<file path="src/rtl/rxring_pkg.sv">
package rxring_pkg;

    localparam int CNT_W   = 16;
    localparam int HDR_LEN = 4;

    localparam logic [7:0] STAT_OK  = 8'h01;
    localparam logic [7:0] STAT_BAD = 8'h02;

    typedef enum logic [1:0] {
        ST_IDLE,
        ST_DATA,
        ST_DROP,
        ST_HDR
    } rx_state_e;

endpackage

</file>
<file path="src/rtl/rxring_page_inc.sv">
module rxring_page_inc #(
    parameter int PAGE_W = 8
) (
    input  logic [PAGE_W-1:0] pg_i,
    input  logic [PAGE_W-1:0] ring_start_i,
    input  logic [PAGE_W-1:0] ring_stop_i,
    output logic [PAGE_W-1:0] pg_o
);

    logic [PAGE_W-1:0] plus1;

    assign plus1 = pg_i + 1'b1;
    assign pg_o  = (plus1 == ring_stop_i) ? ring_start_i : plus1;

endmodule

</file>
<file path="src/rtl/rxring_hdr_mux.sv">
module rxring_hdr_mux #(
    parameter int PAGE_W = 8
) (
    input  logic [1:0]                   idx_i,
    input  logic [7:0]                   stat_i,
    input  logic [PAGE_W-1:0]            nxt_i,
    input  logic [rxring_pkg::CNT_W-1:0] tot_i,
    output logic [7:0]                   byte_o
);

    always_comb begin
        unique case (idx_i)
            2'd0:    byte_o = stat_i;
            2'd1:    byte_o = 8'(nxt_i);
            2'd2:    byte_o = tot_i[7:0];
            default: byte_o = tot_i[15:8];
        endcase
    end

endmodule

</file>
<file path="src/rtl/rxring_mgr.sv">
module rxring_mgr
    import rxring_pkg::*;
#(
    parameter int PAGE_W = 8,
    parameter int OFF_W  = 8
) (
    input  logic                      clk,
    input  logic                      rst_n,
    input  logic [PAGE_W-1:0]         ring_start_pg,
    input  logic [PAGE_W-1:0]         ring_stop_pg,
    input  logic [PAGE_W-1:0]         host_hold_pg,
    input  logic                      mon_en,
    input  logic                      keep_bad,
    input  logic                      cur_wr,
    input  logic [PAGE_W-1:0]         cur_wr_pg,
    input  logic                      rx_sof,
    input  logic                      rx_valid,
    input  logic [7:0]                rx_data,
    input  logic                      rx_eof,
    input  logic                      rx_err,
    output logic                      mem_we,
    output logic [PAGE_W+OFF_W-1:0]   mem_addr,
    output logic [7:0]                mem_wdata,
    output logic [PAGE_W-1:0]         cur_pg,
    output logic                      overrun,
    output logic                      missed,
    output logic                      stored
);

    localparam int AW = PAGE_W + OFF_W;
    localparam logic [OFF_W-1:0] DATA_OFF = OFF_W'(HDR_LEN);
    localparam logic [OFF_W-1:0] OFF_LAST = {OFF_W{1'b1}};

    typedef struct packed {
        rx_state_e         st;
        logic [PAGE_W-1:0] curr;
        logic [PAGE_W-1:0] wr_page;
        logic [OFF_W-1:0]  wr_off;
        logic [PAGE_W-1:0] last_page;
        logic [CNT_W-1:0]  cnt;
        logic              err;
        logic [1:0]        hidx;
        logic              we;
        logic [AW-1:0]     addr;
        logic [7:0]        wdata;
        logic              ovw;
        logic              miss;
        logic              done;
    } ring_regs_t;

    ring_regs_t q, d;

    logic [PAGE_W-1:0] wr_page_inc;
    logic [PAGE_W-1:0] next_frame_pg;
    logic [7:0]        hdr_byte;
    logic [7:0]        hdr_stat;
    logic [CNT_W-1:0]  hdr_total;
    logic              hdr_busy;

    rxring_page_inc #(.PAGE_W(PAGE_W)) u_inc_wr (
        .pg_i         (q.wr_page),
        .ring_start_i (ring_start_pg),
        .ring_stop_i  (ring_stop_pg),
        .pg_o         (wr_page_inc)
    );

    rxring_page_inc #(.PAGE_W(PAGE_W)) u_inc_last (
        .pg_i         (q.last_page),
        .ring_start_i (ring_start_pg),
        .ring_stop_i  (ring_stop_pg),
        .pg_o         (next_frame_pg)
    );

    assign hdr_stat  = q.err ? STAT_BAD : STAT_OK;
    assign hdr_total = q.cnt + CNT_W'(HDR_LEN);

    rxring_hdr_mux #(.PAGE_W(PAGE_W)) u_hdr (
        .idx_i  (q.hidx),
        .stat_i (hdr_stat),
        .nxt_i  (next_frame_pg),
        .tot_i  (hdr_total),
        .byte_o (hdr_byte)
    );

    assign hdr_busy = (q.st == ST_HDR);

    always_comb begin
        d      = q;
        d.we   = 1'b0;
        d.ovw  = 1'b0;
        d.miss = 1'b0;
        d.done = 1'b0;
        unique case (q.st)
            ST_IDLE: begin
                if (cur_wr) begin
                    d.curr = cur_wr_pg;
                end
                if (rx_sof) begin
                    if (mon_en) begin
                        d.miss = 1'b1;
                        d.st   = ST_DROP;
                    end else if (q.curr == host_hold_pg) begin
                        d.ovw  = 1'b1;
                        d.miss = 1'b1;
                        d.st   = ST_DROP;
                    end else begin
                        d.wr_page   = q.curr;
                        d.wr_off    = DATA_OFF;
                        d.last_page = q.curr;
                        d.cnt       = '0;
                        d.err       = 1'b0;
                        d.st        = ST_DATA;
                    end
                end
            end
            ST_DATA: begin
                if (rx_eof) begin
                    if (rx_err && !keep_bad) begin
                        d.st = ST_IDLE;
                    end else begin
                        d.err  = rx_err;
                        d.hidx = 2'd0;
                        d.st   = ST_HDR;
                    end
                end else if (rx_valid) begin
                    if (q.wr_page == host_hold_pg) begin
                        d.ovw  = 1'b1;
                        d.miss = 1'b1;
                        d.st   = ST_DROP;
                    end else begin
                        d.we        = 1'b1;
                        d.addr      = {q.wr_page, q.wr_off};
                        d.wdata     = rx_data;
                        d.last_page = q.wr_page;
                        d.cnt       = q.cnt + 1'b1;
                        d.wr_off    = q.wr_off + 1'b1;
                        if (q.wr_off == OFF_LAST) begin
                            d.wr_page = wr_page_inc;
                        end
                    end
                end
            end
            ST_DROP: begin
                if (rx_eof) begin
                    d.st = ST_IDLE;
                end
            end
            default: begin
                d.we    = 1'b1;
                d.addr  = {q.curr, {(OFF_W-2){1'b0}}, q.hidx};
                d.wdata = hdr_byte;
                d.hidx  = q.hidx + 1'b1;
                if (q.hidx == 2'd3) begin
                    d.curr = next_frame_pg;
                    d.done = 1'b1;
                    d.st   = ST_IDLE;
                end
            end
        endcase
    end

    always_ff @(posedge clk) begin
        if (!rst_n) begin
            q.st        <= ST_IDLE;
            q.curr      <= '0;
            q.wr_page   <= '0;
            q.wr_off    <= '0;
            q.last_page <= '0;
            q.cnt       <= '0;
            q.err       <= 1'b0;
            q.hidx      <= '0;
            q.we        <= 1'b0;
            q.addr      <= '0;
            q.wdata     <= '0;
            q.ovw       <= 1'b0;
            q.miss      <= 1'b0;
            q.done      <= 1'b0;
        end else begin
            q <= d;
        end
    end

    assign mem_we    = q.we;
    assign mem_addr  = q.addr;
    assign mem_wdata = q.wdata;
    assign cur_pg    = q.curr;
    assign overrun   = q.ovw;
    assign missed    = q.miss;
    assign stored    = q.done;

endmodule

</file>
<file path="config.mk">
export PLATFORM = sky130hd
export DESIGN_NAME = rxring_mgr
export DESIGN_NICKNAME = d
export VERILOG_FILES = /design/src/rtl/rxring_pkg.sv /design/src/rtl/rxring_page_inc.sv /design/src/rtl/rxring_hdr_mux.sv /design/src/rtl/rxring_mgr.sv
export SDC_FILE = /design/constraint.sdc
export NUM_CORES = 1
export LEC_CHECK = 0
export BUFFER_PORTS_ARGS = -buffer_cell sky130_fd_sc_hd__buf_4
export CORE_AREA = 10 10 127 129
export CTS_BUF_LIST = sky130_fd_sc_hd__clkbuf_8
export CTS_CLUSTER_DIAMETER = 40
export DETAILED_ROUTE_END_ITERATION = 7
export DIE_AREA = 0 0 137 139
export HOLD_SLACK_MARGIN = 0.02
export RECOVER_POWER = 50
export SETUP_SLACK_MARGIN = 0.05
export SLEW_MARGIN = 25
export SYNTH_ARGS = -nofsm -noshare
export SYNTH_HDL_FRONTEND = slang
export SYNTH_HIERARCHICAL = 1
export SYNTH_SLANG_ARGS = --single-unit
export TNS_END_PERCENT = 50
</file>
<file path="constraint.sdc">
create_clock -name clk -period 7.4 [get_ports clk]
set_clock_uncertainty 0.15 [all_clocks]
set_input_delay 1.48 -clock clk [delete_from_list [all_inputs] [get_ports clk]]
set_output_delay 1.48 -clock clk [all_outputs]
set_load 0.005 [all_outputs]
</file>
==> results of run 1 <==
[cell usage in the layout, fill, tap and decap left out, drive strengths merged, types with 5 or more instances in the layout]
cell and instances:
clkbuf 49, conb 6, nor4 7, a311oi 8, nand2 33, a2bb2oi 6, mux4 8, or3 8
nor2 46, a22oi 17, mux2i 31, ha 10, dfxtp 81, nor3 5, a21oi 45, or4 9
nand3 18, xor2 22, xnor2 43, a211oi 24, buf 50, inv 16, mux2 6, o21ai 27
o31ai 10, nand4 11
[power by group through the flow]
stage | combinational [mW] | sequential (mW) | clock (mW)
6_report | 0.756 | 0.692 | 0.441
5_1_grt | 0.833 | 0.708 | 0.464
4_1_cts | 0.773 | 0.695 | 0.448
3_5_place_dp | 0.769 | 0.704 | 0
3_3_place_gp | 0.759 | 0.703 | 0
2_1_floorplan | 0.622 | 0.639 | 0
[layout make-up]
cell class,instances,area (um2)
fillers,1364,7590
clock inverters,6,138
repair buffers,89,627
clock buffers,10,138
inverters,17,63.8
flip-flops and latches,81,1620
well taps,180,225
multi-input cells,443,3270
[layer usage]
layer	share of wire, %	global-route usage (%)
met1	41	19.3
met2	55	30.7
met3	3.3	2.07
met4	1.5	4.99
met5	0	0
[state kept, by name, summed over array words and instances, names as in the netlist]
signal	count
q	45
mem_we	1
cur_pg	8
mem_wdata	8
missed	1
mem_addr	16
overrun	1
stored	1
[synth_stat cells (all sizes together) (3+ instances only)]
library cell,count,area share (%)
a211oi,24,3.4
a21oi,45,4.2
a22oi,17,2.4
a2bb2oi,6,0.99
a311oi,8,1.3
a31oi,3,0.35
and3,4,0.47
and4,3,0.54
buf,41,5.7
clkbuf,24,1.9
dfxtp,81,30
ha,10,2.4
inv,15,1.1
mux2,6,1.3
mux2i,31,5.8
mux4,8,3.4
nand2,33,2.3
nand2b,3,0.35
nand3,18,1.9
nand4,11,1.8
nor2,46,3.2
nor3,5,0.68
nor4,7,1.7
nor4b,3,0.49
o21a,4,0.59
o21ai,27,2.5
o31ai,10,1.4
o41ai,4,0.66
or2,4,0.47
or3,8,0.96
or4,9,1.3
xnor2,43,7.1
xor2,22,3.6
[critical path: stages]
cell	delay, ps
clkbuf_1	480
clkinv_1	170
clkbuf_1	1510
a21oi_1	270
o211ai_1	200
nand2_1	70
[worst max path at each step]
stage	startpoint	to	slack (ps)	depth (start not counted)
after floorplan	ring_stop_pg[3]	mem_wdata[5]	3580	8
after global placement	ring_stop_pg[3]	mem_wdata[5]	3200	9
after detailed placement	ring_stop_pg[3]	mem_wdata[3]	3180	9
after CTS	ring_stop_pg[3]	mem_wdata[3]	3560	9
after global routing	rst_n	q[44]	3070	6
final	rst_n	q[44]	3310	6
[stage by stage]
step | cell area [um2] | hold slack [ps] | total power, mW
after floorplan | 5340 | 286 | 1.26
after global placement | 5830 | 302 | 1.46
after detailed placement | 5830 | 304 | 1.47
after CTS | 6110 | 319 | 1.92
after global routing | 6080 | 342 | 2.01
final | 6080 | 310 | 1.89
[cells by family after synthesis]
logic type	after synthesis	synth area share (%)
AND/OR/NAND/NOR	159	17.0
AO/OA/AOI/OAI	156	19.3
buffers and inverters	82	8.82
flip-flops	81	30.5
XOR/XNOR	67	11.6
multiplexers	45	10.5
adder cells (fa/ha/maj)	10	2.35
other	1	0.0705
==> impl_metrics.env, run 1 <==
export IMPL_cts_buffers=9
export IMPL_final_min_clock_period_ps=4090
export IMPL_reg2reg_from="q[47]"
export IMPL_netlist_instances=601
export IMPL_die_w_um=137
export IMPL_hold_buffers=0
export IMPL_syn_cell_area_um2=5320
export IMPL_worstPathMaxFanout=42
export IMPL_vias=4575
export IMPL_clockRootBuffer="clkbuf_8"
export IMPL_fin_util_pct=44.5
export IMPL_grt_first_pass_wirelength_um=25200
export IMPL_endpoint_kind="register"
export IMPL_post_cts_setup_buffers=0
export IMPL_yosys_warnings=6
export IMPL_worst_pin_slew_ps=2080
export IMPL_min_to="mem_addr[7]"
export IMPL_ys_seq_elements=81
export IMPL_rsz0062_at_grt="false"
export IMPL_hold_depth=2
export IMPL_critical_path_class="input port to register"
export IMPL_clkSinkCount=81
export IMPL_clockBufferDepth=2
export IMPL_htree_levels=3
export IMPL_drive_above_1_share_pct=20.1
export IMPL_status="finished, violations left"
export IMPL_nNetsFinal=700
export IMPL_p_seq_share_pct=36.6
export IMPL_overflow=0
export IMPL_p_leak_nw=2.21
export IMPL_die_area_um2=19000
export IMPL_wl_um=16100
export IMPL_clkTransAtPathRegs_ps=90
export IMPL_synthToLayoutAreaGrowth_pct=14.3
export IMPL_reg2reg_setup_slack_ps=3820
export IMPL_cts_resized=0
export IMPL_grt_start_max_net_pins=43
export IMPL_dpl_hpwl_um=12500
export IMPL_finalSetupTns_ps=0
export IMPL_routedWlPerCell_um=19.4
export IMPL_ys_dominant_reg_cell="dfxtp_1"
export IMPL_synthArstFlopShare_pct=0
export IMPL_comb_power_share_pct=40.0
export IMPL_fin_crit_sh_pct=55.3
export IMPL_p_int_mw=1.15
export IMPL_diodes=0
export IMPL_hold_path_startpoint="mem_addr[7]"
export IMPL_maxCapViolCount=2
export IMPL_gp_congestion=0.863
export IMPL_row_count=43
export IMPL_ir_worst_vdd_uv=97.9
export IMPL_p_sw_share_pct=39.4
export IMPL_dp_cells=810
export IMPL_fin_cells=826
export IMPL_setup_ws_ps=3310
export IMPL_clockPowerShare_pct=23.3
export IMPL_min_path_type="register to register"
export IMPL_finalMaxSlewViolations=86
export IMPL_clkLatencyLatePin_ps=360
export IMPL_tritoncts="done"
export IMPL_synth_distinct_cells=63
export IMPL_violations="max-capacitance violations, max-slew violations"
export IMPL_cp_required_ps=7510
export IMPL_hold_viol_final=0
export IMPL_critPathLaunchType="input port"
export IMPL_die_y_um=139
export IMPL_crit_arrival_ps=4200
export IMPL_port_buffers=84
export IMPL_r2r_cells=9
export IMPL_ant_nets=0
export IMPL_r2r_end="mem_wdata[3]"
export IMPL_first_global_vias=4423
export IMPL_firstDrtPassIters=6
export IMPL_grt_total_usage_pct=16.7
export IMPL_io_pins=85
export IMPL_route_detailed_drc=0
export IMPL_fmax_mhz=244
export IMPL_p_switching_mw=0.744
export IMPL_setup_violations_final=0
export IMPL_syn_area_per_cell_um2=8.85
export IMPL_grt_antenna_before_repair=0
export IMPL_drtIter0Drc=289
export IMPL_slew_headroom_pct=-38.4
export IMPL_powerDensity_nw_per_um2=311
export IMPL_start_util_pct=38.9
export IMPL_seq_area_frac_synth_pct=30.5
export IMPL_core_area_um2=13700
export IMPL_place_ws_ps=3180
export IMPL_via_per_inst=5.54
export IMPL_synth_edff_count=0
(Power assumes the default switching activity.)
==> run 2, diff against run 1 <==
clock period = 4.1 ns   (was 7.4 ns; I/O delays follow)
==> run 2 against run 1 <==
- highest routed layer unchanged
- setup slack got worse by 2600 ps
- sequential cell count unchanged
- clock power increased by 15%
- total power increased by 67%
- sequential power increased by 76%
- critical path depth increased by 3
- via count increased by 1.4%
- global-route usage increased by 0.17 points
- count of clock-buffer cells in the layout decreased by 1
- the run still ends with max-capacitance violations, max-slew violations left
- critical path type is now register to register
==> impl_metrics.env, run 2 (synthesis results as in run 1) <==
export IMPL_status="finished, violations left"
export IMPL_violations="max-capacitance violations, max-slew violations"
export IMPL_min_path_type="register to register"
export IMPL_cts_buffers=9
export IMPL_crit_arrival_ps=3440
export IMPL_comb_power_share_pct=45.3
export IMPL_drive_above_1_share_pct=21.1
export IMPL_synthToLayoutAreaGrowth_pct=13.2
export IMPL_whs_ps=309
export IMPL_endpoint_kind="register"
export IMPL_hold_buffers=0
export IMPL_fmax_mhz=296
export IMPL_r2r_cells=9
export IMPL_ir_worst_vdd_uv=171
export IMPL_hold_path_startpoint="mem_addr[7]"
export IMPL_crit_buf_inv=0
export IMPL_grt_antenna_before_repair=0
export IMPL_gp_congestion=0.874
export IMPL_p_int_mw=1.82
export IMPL_dpl_hpwl_um=12700
export IMPL_clkLatencyLatePin_ps=360
export IMPL_die_w_um=137
export IMPL_tritoncts="done"
export IMPL_clockPowerShare_pct=16.1
export IMPL_diodes=0
export IMPL_top_register="q"
export IMPL_clockBufferDepth=2
export IMPL_finalMaxSlewViolations=29
export IMPL_p_leak_nw=2.20
export IMPL_finalSetupTns_ps=0
export IMPL_core_area_um2=13700
export IMPL_clockRootBuffer="clkbuf_8"
export IMPL_setup_violations_final=0
export IMPL_route_detailed_drc=0
export IMPL_grt_first_pass_wirelength_um=25600
export IMPL_final_common_cell="dfxtp_1"
export IMPL_cts_resized=0
export IMPL_vias=4640
export IMPL_reg2reg_setup_slack_ps=720
export IMPL_ant_nets=0
export IMPL_firstDrtPassIters=5
export IMPL_clkSinkCount=81
export IMPL_hold_viol_final=0
export IMPL_min_to="mem_addr[7]"
export IMPL_port_buffers=84
export IMPL_r2r_end="mem_wdata[1]"
export IMPL_overflow=0
export IMPL_cp_required_ps=4170
export IMPL_cp_top_family="multiplexers"
export IMPL_nNetsFinal=707
export IMPL_mostFrequentLayoutCells="dfxtp_1 (81), buf_4 (56), nor2_1 (45), a21oi_1 (44), xnor2_1 (43)"
export IMPL_row_count=43
export IMPL_p_sw_share_pct=42.4
export IMPL_critPathMaxStageDelay_ps=610
export IMPL_rsz0062_at_grt="false"
export IMPL_via_per_inst=5.57
export IMPL_p_switching_mw=1.34
export IMPL_slowest_stage="nor4_4"
export IMPL_die_area_um2=19000
export IMPL_reg2reg_from="q[47]"
export IMPL_hold_depth=2
export IMPL_critPathLaunchType="register"
export IMPL_grt_total_usage_pct=16.9
export IMPL_routedWlPerCell_um=19.7
export IMPL_p_seq_share_pct=38.6
export IMPL_grt_start_max_net_pins=43
export IMPL_largest_reg_flops=45
export IMPL_powerDensity_nw_per_um2=525
export IMPL_first_global_vias=4649
export IMPL_clkTransAtPathRegs_ps=80
export IMPL_crit_chain="ha_1 -> xnor2_1 -> xor2_1 -> nand4_2 -> nor4_4 -> mux2_2 -> mux4_2 -> a22oi_1 -> a211oi_1"
export IMPL_final_min_clock_period_ps=3380
export IMPL_io_pins=85
export IMPL_htree_levels=3
export IMPL_maxCapViolCount=1
export IMPL_drtIter0Drc=298
export IMPL_die_y_um=139
export IMPL_post_cts_setup_buffers=0
export IMPL_fin_crit_sh_pct=82.3
export IMPL_worst_pin_slew_ps=1690
export IMPL_start_util_pct=38.9
export IMPL_worstPathMaxFanout=6
export IMPL_critical_path_class="register to register"
export IMPL_slew_headroom_pct=-13.0
export IMPL_wl_um=16400
run 2: worst max path at each step:
| stage | startpoint | to | cells past startpoint |
|---|---|---|---|
| floorplan | ring_stop_pg[3] | mem_wdata[5] | 8 |
| global placement | ring_stop_pg[3] | mem_wdata[3] | 9 |
| detailed placement | ring_stop_pg[3] | mem_wdata[1] | 9 |
| CTS | q[47] | mem_wdata[1] | 9 |
| global route | q[47] | mem_wdata[5] | 9 |
| finish | q[47] | mem_wdata[1] | 9 |
run 2: power by group through the flow:
stage | registers [mW] | logic [mW] | clock network [mW]
final | 1.22 | 1.43 | 0.509
after global routing | 1.24 | 1.57 | 0.557
after CTS | 1.22 | 1.46 | 0.521
after detailed placement | 1.24 | 1.45 | 0
after global placement | 1.24 | 1.44 | 0
after floorplan | 1.15 | 1.12 | 0
run 2: layout make-up:
cell class | count | area, um2
fill | 1367 | 7650
multi-input combinational | 443 | 3250
sequential | 81 | 1620
timing repair buffer | 96 | 692
tap | 180 | 225
clock buffer | 9 | 124
inverter | 17 | 63.8
clock inverter | 7 | 40.0
run 2: through the flow:
stage | setup WS (ps) | area (um2) | instances | utilization, % | total power, mW
detailed placement | 547 | 5880 | 817 | 43.0 | 2.69
global route | 476 | 6020 | 833 | 44.0 | 3.37
global placement | 568 | 5880 | 817 | 43.0 | 2.67
CTS | 745 | 6050 | 833 | 44.2 | 3.21
floorplan | 943 | 5340 | 606 | - | 2.28
finish | 725 | 6020 | 833 | 44.0 | 3.16
run 2: worst min-delay path, cell delays in order, from the launching register on:
cell and delay, ps:
dfxtp_1 310, nand2_1 50, o21ai_0 60
run 2: per-layer routing:
layer | track usage [%] | part of all wire, % | up-vias | wire length (um)
met5 | 0 | 0 | - | 0
met2 | 30.0 | 53 | 102 | 8660
li1 | - | - | 2256 | -
met3 | 2.79 | 3.4 | 30 | 560
met4 | 7.71 | 3.3 | 0 | 539
met1 | 18.9 | 40 | 2252 | 6610
==> run 3, diff against run 2 <==
ABC_AREA = 1   (was default)
CORE_AREA = 10 10 141 143   (was 10 10 127 129)
DIE_AREA = 0 0 151 153   (was 0 0 137 139)
clock period = 3.3 ns   (was 4.1 ns; I/O delays follow)
==> run 3 against run 2 <==
- the flow now finishes without violations
- combinational power grew 110%
- synthesized area rose by 26%
- total power up 66%
- sequential cell count unchanged
- final cell count up 64%
- die area rose by 21%
- critical endpoint is now q[28]
- global-route usage rose by 0.34 points
- routed wire length grew 24%
- via count grew 45%
- fmax rose by 23%
==> impl_metrics.env, run 3 <==
export IMPL_slowest_stage="clkbuf_2"
export IMPL_yosys_warnings=6
export IMPL_first_global_vias=6124
export IMPL_yosys_area_top_type="dfxtp_1"
export IMPL_slew_headroom_pct=46.7
export IMPL_grt_antenna_before_repair=0
export IMPL_netlist_area_leader_share_pct=24.2
export IMPL_wl_um=20200
export IMPL_routedWlPerCell_um=14.8
export IMPL_synth_edff_count=0
export IMPL_die_w_um=151
export IMPL_core_area_um2=17100
export IMPL_row_count=48
export IMPL_vias=6723
export IMPL_hold_viol_final=0
export IMPL_fmax_mhz=364
export IMPL_finalMaxSlewViolations=0
export IMPL_clockBufferDepth=2
export IMPL_firstDrtPassIters=5
export IMPL_port_buffers=84
export IMPL_start_util_pct=39.3
export IMPL_clockRootBuffer="clkbuf_8"
export IMPL_syn_area_per_cell_um2=6.11
export IMPL_p_total_mw=5.26
export IMPL_synth_distinct_cells=42
export IMPL_htree_levels=3
export IMPL_syn_cell_area_um2=6700
export IMPL_whs_ps=337
export IMPL_setup_ws_ps=552
export IMPL_place_ws_ps=554
export IMPL_synthTopCellsByCount="nand2_1 (337), nor2_1 (127), nand3_1 (126), inv_1 (115), dfxtp_1 (81)"
export IMPL_fin_cells=1366
export IMPL_io_pins=85
export IMPL_powerDensity_nw_per_um2=714
export IMPL_hold_buffers=0
export IMPL_grt_total_usage_pct=17.2
export IMPL_r2r_cells=10
export IMPL_drtIter0Drc=504
export IMPL_critPathMaxStageDelay_ps=490
export IMPL_final_common_cell="nand2_1"
export IMPL_clkLatencyLatePin_ps=390
export IMPL_ys_seq_elements=81
export IMPL_post_cts_setup_buffers=0
export IMPL_worst_pin_slew_ps=799
export IMPL_fin_util_pct=43.2
export IMPL_grt_first_pass_wirelength_um=32300
export IMPL_cp_required_ps=3460
export IMPL_fin_crit_sh_pct=83.3
export IMPL_grt_start_max_net_pins=41
export IMPL_nNetsFinal=1195
export IMPL_dpl_hpwl_um=15300
export IMPL_worstPathMaxFanout=36
export IMPL_die_area_um2=23100
export IMPL_die_y_um=153
export IMPL_critPathLaunchType="register"
export IMPL_ant_nets=0
export IMPL_ys_dominant_reg_cell="dfxtp_1"
export IMPL_yosysMostFrequentCell="nand2_1"
export IMPL_endpoint_kind="register"
export IMPL_postPlaceCellArea_um2=7250
export IMPL_finalSetupTns_ps=0
export IMPL_clkSinkCount=81
export IMPL_p_leak_nw=3.39
export IMPL_diodes=0
export IMPL_maxCapViolCount=0
export IMPL_synthTopCellsByArea="dfxtp_1 (24%), nand2_1 (19%), nand3_1 (9.4%)"
export IMPL_ir_worst_vdd_uv=450
export IMPL_final_min_clock_period_ps=2750
export IMPL_mostFrequentLayoutCells="nand2_1 (338), nor2_1 (129), nand3_1 (126), inv_1 (117), dfxtp_1 (81)"
export IMPL_status="finished, final reports clean"
export IMPL_crit_chain="inv_1 -> ha_1 -> buf_4 -> inv_1 -> clkbuf_2 -> a21oi_1 -> inv_1 -> nand2_1 -> a21oi_1 -> a211oi_1"
export IMPL_hold_depth=2
export IMPL_via_per_inst=4.92
export IMPL_drive_above_1_share_pct=14.8
export IMPL_seq_area_frac_synth_pct=24.2
export IMPL_synthArstFlopShare_pct=0
export IMPL_critical_path_class="register to register"
export IMPL_clkTransAtPathRegs_ps=90
export IMPL_crit_arrival_ps=2910
export IMPL_route_detailed_drc=0
export IMPL_cts_buffers=9
export IMPL_synthToLayoutAreaGrowth_pct=9.92
export IMPL_min_path_type="register to register"
export IMPL_overflow=0
export IMPL_rsz0062_at_grt="false"
export IMPL_netlist_instances=1096
export IMPL_cts_resized=0
export IMPL_top_register="q"
export IMPL_path_common_cell="inv_1"
export IMPL_setup_violations_final=0
export IMPL_gp_congestion=0.865
export IMPL_largest_reg_flops=45
export IMPL_final_area_um2=7360
export IMPL_dp_cells=1350
export IMPL_tritoncts="done"
[run 3: cell count changes in the layout (fill, tap and decap cells not counted), moves of 23 or more]
cell and delta:
nand2_1 +305, nand3_1 +110, inv_1 +100, nor2_1 +84, mux2i_1 -31, nand4_1 +27
xnor2_1 -25, a211oi_1 -23
[run 3: worst max-delay path: cells and delay by family, from the launching register on]
| family | cells | cell delay, ps |
|---|---|---|
| buffers and inverters | 5 | 1130 |
| AO/OA/AOI/OAI | 3 | 590 |
| flip-flops | 1 | 350 |
| adder cells (fa/ha/maj) | 1 | 330 |
| AND/OR/NAND/NOR | 1 | 120 |
[run 3: layout make-up]
type / instances / area (um2)
clock buffer: 11 / 151
clock inverter: 5 / 30.0
fill: 1879 / 9690
inverter: 124 / 465
multi-input combinational: 822 / 4130
sequential: 81 / 1620
tap: 225 / 282
timing repair buffer: 98 / 686
[run 3: final timing paths]
| kind | start | end | slack (ps) |
|---|---|---|---|
| worst max-delay path | q[80] | q[28] | 550 |
| worst min-delay path | q[62] | q[62] | 340 |
| worst max register to register | q[80] | q[28] | 550 |
| worst min register to register | q[62] | q[62] | 340 |
[run 3: where the power goes]
part           switching [mW]  internal [mW]  total [mW]
clock network           0.394          0.312       0.706
registers               0.308           1.26        1.57
logic                    1.97           1.01        2.98
total                    2.67           2.59        5.26
[run 3: routing by layer]
metal | GRT usage (%) | up-vias | wire length (um)
met1 | 23.8 | 3054 | 9840
met4 | 3.76 | 0 | 247
met2 | 26.5 | 145 | 9060
met5 | 0 | - | 0
li1 | - | 3506 | -
met3 | 3.87 | 18 | 1090
[run 3: cells by family (layout without fill, tap and decap cells)]
kind of cell	after synthesis	in the layout	synth area share, %
flip-flops	81	81	24.2
AND/OR/NAND/NOR	683	683	46.9
XOR/XNOR	39	39	5.10
adder cells (fa/ha/maj)	10	10	1.87
buffers and inverters	198	238	14.3
other	1	6	0.0560
AO/OA/AOI/OAI	84	84	7.57
